**src/rtl/exc_pkg.sv**
```systemverilog
package exc_pkg;

  typedef enum logic [4:0] {
    EC_INT      = 5'd0,
    EC_TLB_MOD  = 5'd1,
    EC_TLB_LD   = 5'd2,
    EC_TLB_ST   = 5'd3,
    EC_ADR_LD   = 5'd4,
    EC_ADR_ST   = 5'd5,
    EC_IBUS     = 5'd6,
    EC_DBUS     = 5'd7,
    EC_SYSCALL  = 5'd8,
    EC_BREAK    = 5'd9,
    EC_RSVD     = 5'd10,
    EC_COPU     = 5'd11,
    EC_OVF      = 5'd12,
    EC_TRAP     = 5'd13,
    EC_CACHE    = 5'd16,
    EC_NMI      = 5'd17,
    EC_SRESET   = 5'd18,
    EC_DSTEP    = 5'd19,
    EC_DINT     = 5'd20,
    EC_DIBRK    = 5'd21,
    EC_DBRK     = 5'd22,
    EC_DDST     = 5'd23,
    EC_DDLD     = 5'd24
  } exc_code_e;

  typedef enum logic [1:0] {
    PATH_GEN = 2'd0,
    PATH_ERR = 2'd1,
    PATH_DBG = 2'd2,
    PATH_BAD = 2'd3
  } entry_path_e;

  typedef struct packed {
    entry_path_e path;
    logic [4:0]  cause;
    logic        is_int;
    logic        is_tlb_miss;
    logic        is_cache;
    logic        is_copu;
    logic        no_ret_fix;
  } exc_dec_t;

  localparam logic [4:0]  CAUSE_CACHE   = 5'd30;
  localparam logic [31:0] OFF_GENERAL   = 32'h0000_0180;
  localparam logic [31:0] OFF_VEC_INT   = 32'h0000_0200;
  localparam logic [31:0] OFF_REFILL    = 32'h0000_0000;
  localparam logic [31:0] OFF_CACHE_BT  = 32'h0000_0100;
  localparam logic [31:0] OFF_CACHE_RUN = 32'h2000_0100;

endpackage

```
**src/rtl/exc_decode.sv**
```systemverilog
module exc_decode
  import exc_pkg::*;
(
  input  logic [4:0] code,
  input  logic       dm,
  output exc_dec_t   dec
);
  always_comb begin
    dec             = '0;
    dec.path        = PATH_GEN;
    dec.cause       = code;
    unique case (code)
      EC_INT: begin
        if (dm) begin
          dec.path = PATH_DBG;
        end else begin
          dec.is_int = 1'b1;
        end
      end
      EC_TLB_LD, EC_TLB_ST: dec.is_tlb_miss = 1'b1;
      EC_COPU:              dec.is_copu = 1'b1;
      EC_TLB_MOD, EC_ADR_LD, EC_ADR_ST, EC_IBUS, EC_DBUS,
      EC_SYSCALL, EC_BREAK, EC_RSVD, EC_OVF, EC_TRAP: ;
      EC_CACHE: begin
        dec.is_cache = 1'b1;
        dec.cause    = CAUSE_CACHE;
      end
      EC_NMI, EC_SRESET: dec.path = PATH_ERR;
      EC_DSTEP: begin
        dec.path       = PATH_DBG;
        dec.no_ret_fix = 1'b1;
      end
      EC_DINT, EC_DIBRK, EC_DBRK, EC_DDST, EC_DDLD: dec.path = PATH_DBG;
      default: dec.path = PATH_BAD;
    endcase
  end
endmodule

```
**src/rtl/exc_vector_sel.sv**
```systemverilog
module exc_vector_sel
  import exc_pkg::*;
#(
  parameter int          XLEN      = 32,
  parameter int          EB_LSB    = 10,
  parameter logic [31:0] BOOT_BASE = 32'hBFC0_0200,
  parameter logic [31:0] ERR_VEC   = 32'hBFC0_0000,
  parameter logic [31:0] DBG_VEC   = 32'hBFC0_0480
) (
  input  exc_dec_t        dec,
  input  logic            bev,
  input  logic            exl,
  input  logic            iv,
  input  logic            refill,
  input  logic [XLEN-1:0] ebase,
  output logic [XLEN-1:0] vec
);
  localparam logic [XLEN-1:0] EB_MASK = {XLEN{1'b1}} << EB_LSB;

  logic [XLEN-1:0] base;
  logic [XLEN-1:0] offset;

  always_comb begin
    base = bev ? XLEN'(BOOT_BASE) : (ebase & EB_MASK);
    if (dec.is_cache) begin
      offset = bev ? XLEN'(OFF_CACHE_BT) : XLEN'(OFF_CACHE_RUN);
    end else if (dec.is_tlb_miss && refill && !exl) begin
      offset = XLEN'(OFF_REFILL);
    end else if (dec.is_int && iv) begin
      offset = XLEN'(OFF_VEC_INT);
    end else begin
      offset = XLEN'(OFF_GENERAL);
    end
    unique case (dec.path)
      PATH_ERR: vec = XLEN'(ERR_VEC);
      PATH_DBG: vec = XLEN'(DBG_VEC);
      default:  vec = base + offset;
    endcase
  end
endmodule

```
**src/rtl/exc_ret_addr.sv**
```systemverilog
module exc_ret_addr #(
  parameter int XLEN       = 32,
  parameter int INSN_BYTES = 4
) (
  input  logic [XLEN-1:0] pc,
  input  logic            dslot,
  input  logic            no_fix,
  output logic [XLEN-1:0] ret,
  output logic            bd
);
  localparam logic [XLEN-1:0] STEP = XLEN'(INSN_BYTES);

  always_comb begin
    bd  = dslot && !no_fix;
    ret = bd ? (pc - STEP) : pc;
  end
endmodule

```
**src/rtl/exc_vector_ctrl.sv**
```systemverilog
module exc_vector_ctrl
  import exc_pkg::*;
#(
  parameter int          XLEN       = 32,
  parameter int          EB_LSB     = 10,
  parameter int          INSN_BYTES = 4,
  parameter logic [31:0] BOOT_BASE  = 32'hBFC0_0200,
  parameter logic [31:0] ERR_VEC    = 32'hBFC0_0000,
  parameter logic [31:0] DBG_VEC    = 32'hBFC0_0480
) (
  input  logic            clk,
  input  logic            rst_n,
  input  logic            take_exc,
  input  logic [4:0]      exc_code,
  input  logic [XLEN-1:0] cur_pc,
  input  logic            in_dslot,
  input  logic            tlb_refill,
  input  logic [1:0]      cop_num,
  input  logic            st_bev,
  input  logic            st_exl,
  input  logic            st_iv,
  input  logic            dbg_mode,
  input  logic [XLEN-1:0] ebase,
  output logic            upd_valid,
  output logic            bad_code,
  output logic [XLEN-1:0] next_pc,
  output logic [XLEN-1:0] ret_pc,
  output logic            epc_we,
  output logic            bd_we,
  output logic            bd_val,
  output logic            cause_we,
  output logic [4:0]      cause_val,
  output logic            ce_we,
  output logic [1:0]      ce_val,
  output logic            errpc_we,
  output logic            depc_we,
  output logic            set_exl,
  output logic            set_erl,
  output logic            set_bev,
  output logic            enter_dm,
  output logic            force_kernel
);
  exc_dec_t        dec;
  logic [XLEN-1:0] vec;
  logic [XLEN-1:0] ret;
  logic            bd;
  logic            is_gen, is_err, is_dbg, is_bad, gen_first;

  exc_decode u_dec (
    .code (exc_code),
    .dm   (dbg_mode),
    .dec  (dec)
  );

  exc_vector_sel #(
    .XLEN(XLEN), .EB_LSB(EB_LSB), .BOOT_BASE(BOOT_BASE),
    .ERR_VEC(ERR_VEC), .DBG_VEC(DBG_VEC)
  ) u_vec (
    .dec    (dec),
    .bev    (st_bev),
    .exl    (st_exl),
    .iv     (st_iv),
    .refill (tlb_refill),
    .ebase  (ebase),
    .vec    (vec)
  );

  exc_ret_addr #(.XLEN(XLEN), .INSN_BYTES(INSN_BYTES)) u_ret (
    .pc     (cur_pc),
    .dslot  (in_dslot),
    .no_fix (dec.no_ret_fix),
    .ret    (ret),
    .bd     (bd)
  );

  always_comb begin
    is_gen    = take_exc && (dec.path == PATH_GEN);
    is_err    = take_exc && (dec.path == PATH_ERR);
    is_dbg    = take_exc && (dec.path == PATH_DBG);
    is_bad    = take_exc && (dec.path == PATH_BAD);
    gen_first = is_gen && !st_exl;
  end

  always_ff @(posedge clk or negedge rst_n) begin
    if (!rst_n) begin
      upd_valid    <= 1'b0;
      bad_code     <= 1'b0;
      epc_we       <= 1'b0;
      bd_we        <= 1'b0;
      cause_we     <= 1'b0;
      ce_we        <= 1'b0;
      errpc_we     <= 1'b0;
      depc_we      <= 1'b0;
      set_exl      <= 1'b0;
      set_erl      <= 1'b0;
      set_bev      <= 1'b0;
      enter_dm     <= 1'b0;
      force_kernel <= 1'b0;
    end else begin
      upd_valid    <= take_exc && !is_bad;
      bad_code     <= is_bad;
      epc_we       <= gen_first;
      bd_we        <= gen_first;
      cause_we     <= is_gen;
      ce_we        <= is_gen && dec.is_copu;
      errpc_we     <= is_err;
      depc_we      <= is_dbg;
      set_exl      <= gen_first;
      set_erl      <= is_err;
      set_bev      <= is_err;
      enter_dm     <= is_dbg;
      force_kernel <= gen_first || is_err || is_dbg;
    end
  end

  always_ff @(posedge clk or negedge rst_n) begin
    if (!rst_n) begin
      next_pc   <= '0;
      ret_pc    <= '0;
      bd_val    <= 1'b0;
      cause_val <= '0;
      ce_val    <= '0;
    end else if (take_exc && !is_bad) begin
      next_pc   <= vec;
      ret_pc    <= ret;
      bd_val    <= bd;
      cause_val <= dec.cause;
      ce_val    <= cop_num;
    end
  end
endmodule

```
**config.mk**
```make
export PLATFORM = sky130hd
export DESIGN_NAME = exc_vector_ctrl
export DESIGN_NICKNAME = d
export VERILOG_FILES = /design/src/rtl/exc_pkg.sv /design/src/rtl/exc_decode.sv /design/src/rtl/exc_vector_sel.sv /design/src/rtl/exc_ret_addr.sv /design/src/rtl/exc_vector_ctrl.sv
export SDC_FILE = /design/constraint.sdc
export NUM_CORES = 1
export LEC_CHECK = 0
export CORE_MARGIN = 5
export CORE_UTILIZATION = 51
export DETAILED_ROUTE_END_ITERATION = 10
export GPL_TIMING_DRIVEN = 0
export PLACE_DENSITY = 0.85
export SKIP_CTS_REPAIR_TIMING = 1
export SLEW_MARGIN = 0
export SYNTH_ARGS = -nofsm -noshare
export SYNTH_HDL_FRONTEND = slang
export SYNTH_HIERARCHICAL = 1
export SYNTH_SLANG_ARGS = --single-unit
```
**constraint.sdc**
```tcl
create_clock -name clk -period 2.05 [get_ports clk]
set_clock_uncertainty 0.2 [all_clocks]
set_input_delay 0.615 -clock clk [delete_from_list [all_inputs] [get_ports clk]]
set_output_delay 0.615 -clock clk [all_outputs]
set_load 0.05 [all_outputs]
```
==> results.md <==
- DP Worst Slack: -1.700 ns
- DRC: 0
- Final WS setup: -0.9939 ns
- Final Slew Violations: 0
- 1st-iter DRT viols: 226
- Vias in the first global route: 3929
- Max-Cap Viols: 0
- Initial core utilization: 51.78%
- EDFF count, synth: 0
- CP Launch Type: primary input
- Hold WC Path Type: in -> async
- Port bufs: 149
- Pleak: 0.004374 µW
- CP bufs+invs: 2
- DRT Pass-1 Iters: 5
- Number of synthesized register bits: 80
- Overflow left after global routing: 0
- Sequential cell area fraction in the yosys report: 39.92%
- Unique masters post-synth: 67
- CP peak stage delay: 0.51 ns
- Routed len/inst: 20.30 µm
- Hold Slack: 0.02594 ns
- Routed metal-1 wirelength: 5958 µm
- Worst path slowest cell: clkdlybuf4s50_1
- Fin nets: 693
- RSZ-0062 raised after global routing: yes
- Status: complete, but fails checks
- Failing checks: negative setup slack
- Final wirelength: 15200 µm
- Uppermost layer routed: met4
- TritonCTS clock tree: done
- IO Count: 165
- Crit. End Element: register
- Final hold vios: 0
- Gpl congestion: 0.8662
- CTS Buf Count: 9
- Clock root buffer: clkbuf_8
- Routed met2 length: 8106 µm
- Vias: 4071
- Final Setup Violations: 74
- Post-layout min period: 3.044 ns
- Max Root-Sink Buffers: 2
- Core ar.: 9684 µm²
- DIE AREA: 11920 µm²
- Layout cells sized above 1: 38.60%
- Area of the multi-input gates: 2989 µm²
- Via density per instance: 5.435
- Asr flop ratio synth: 100.0%
- Critical path type: in -> reg
- Post-DP HPWL: 9852 µm
- Skew-Pair Late Insertion Delay: 0.35 ns
- Die height: 109.2 µm
- Area growth syn-to-layout: 56.71%
- Overall power: 5715 µW
- Upper clock frequency limit: 0.3285 GHz
- Post-Syn Instances: 408
- Max-slew headroom: 62.82%
- Number of core rows: 36
- Fillcell total: 538
- Pwr Density: 727.1 nW/µm²
- First-pass GRT wire length: 20040 µm
- Sequential Area: 2002 µm²
- DR WL met3: 663 µm
- Critical path cell sequence: clkdlybuf4s50_1 > and3b_2 > nor3_4 > ha_2 > nand4_4 > nor4_4 > buf_4 > and4b_1 > o21ai_2 > mux2_4
- Peak supply drop: 608.2 µV
- Syn Area/Cell: 12.29 µm²
- H-tree levels: 3
- Synth warnings: 6
- Reg-to-reg slack, setup: 1.04 ns
- Crit Path Max Fanout: 4
- Mapped cell area: 5015 µm²
- CP Data Required Time: 2.09 ns
- Crit share post-route: 148.5%
- Clock Sinks: 80
- Tot GR Track Use: 21.81%
- Final ANT Viol Nets: 0
- Largest net degree at the start of global routing: 43
- Die Span X: 109.2 µm
- Data arrival, critical path: 3.08 ns
- Post-synth top flop: dfrtp_1
- Worst-margin pin slew: 0.5567 ns
- CTS clk-pin slew, worst paths: 0.08 ns
- CP top delay family: simple AND/OR/NAND/NOR gates
- Initial antenna violation count: 0
==> per-layer routing <==
metal	global-route usage, %	vias to the layer above
li1	-	1863
met1	26.82	2019
met2	37.41	152
met3	4.204	37
met4	9.017	0
met5	0	-
==> flip-flops by register name, summed over array words and instances (netlist names), 2 cells and up <==
name	flops
ce_val	2
next_pc	32
ret_pc	32
cause_val	5
==> cell usage after synthesis (all sizes together), types with 4 or more instances <==
library cell   n  area (µm²)
dfrtp         80        2002
nor3           9       50.05
buf           29       312.8
or4            5       41.29
a21oi          5       25.02
xnor2         10       87.58
nand3          5       30.03
and4           7       62.56
nand2         17       63.81
mux2          72        1036
o21ai          9       48.79
nand4          4       46.29
xor2          25       219.0
and2           5       31.28
nor4          18       222.7
nor2b          7       43.79
clkbuf         7       26.28
nor2          25       93.84
inv            9       33.78
ha             4       50.05
and3           6       37.54
or3            5       36.28
==> worst paths after layout <==
path	from	end	cells after the start
setup reg to reg	next_pc[12]	next_pc[12]	1
setup / recovery	st_exl	next_pc[28]	10
hold / removal	rst_n	next_pc[25]	1
hold reg to reg	cause_val[1]	cause_val[1]	1
max in group asynchronous	rst_n	ret_pc[31]	2
min in group clk	cur_pc[1]	ret_pc[1]	2
==> cell usage in the layout (no fill, tap or decap), types with 4 or more instances in the layout <==
master	instances
mux2_2	10
and2_1	5
buf_12	12
conb_1	7
clkbuf_8	10
dlymetal6s2s_1	97
o21ai_2	4
clkbuf_2	10
nor2_1	23
nand2_1	16
and4_1	5
and3_1	6
nor2b_1	6
xnor2_1	9
xor2_1	25
dfrtp_1	80
clkdlybuf4s50_1	39
nor4_4	13
inv_2	4
a21oi_1	5
mux2_4	62
buf_6	10
buf_4	45
inv_1	5
o21ai_1	4
==> stage by stage <==
| step | TNS, ns | cell area (µm²) | utilization (%) | std cells |
|---|---|---|---|---|
| 2_1_floorplan | -38.07 | 5149 | - | 414 |
| 3_3_place_gp | -298.21 | 6807 | 70.28 | 696 |
| 3_5_place_dp | -90.60 | 6824 | 70.47 | 697 |
| 4_1_cts | -87.31 | 7069 | 73.00 | 713 |
| 5_1_grt | -39.75 | 7854 | 81.10 | 747 |
| 6_report | -36.56 | 7859 | 81.15 | 749 |
==> kinds of logic (layout without fill, tap and decap cells) <==
logic type,count (synthesis),count (layout),synth area share (%)
AND/OR/NAND/NOR,133,133,19.04
flip-flops,80,80,39.92
multiplexers,73,73,20.86
buffers and inverters,45,245,7.435
AO/OA/AOI/OAI,37,37,5.564
XOR/XNOR,35,35,6.113
adder cells (fa/ha/maj),4,4,0.9980
other,1,9,0.07478
==> report_power, final <==
group          switching (µW)  internal [µW]
clock                     598            844
sequential                130           1800
combinational            1370            978
total                    2100           3620
==> layout make-up <==
cell class                      count  area share [%]
Sequential cell                    80           25.47
Clock buffer                       11           1.799
Tap cell                          133           2.118
Timing Repair Buffer              185           25.92
Antenna cell                        2         0.06368
Inverter                            9          0.4299
Clock inverter                      5           1.321
Buffer                             35           4.840
Multi-Input combinational cell    289           38.04
(Power assumes the default switching activity.)
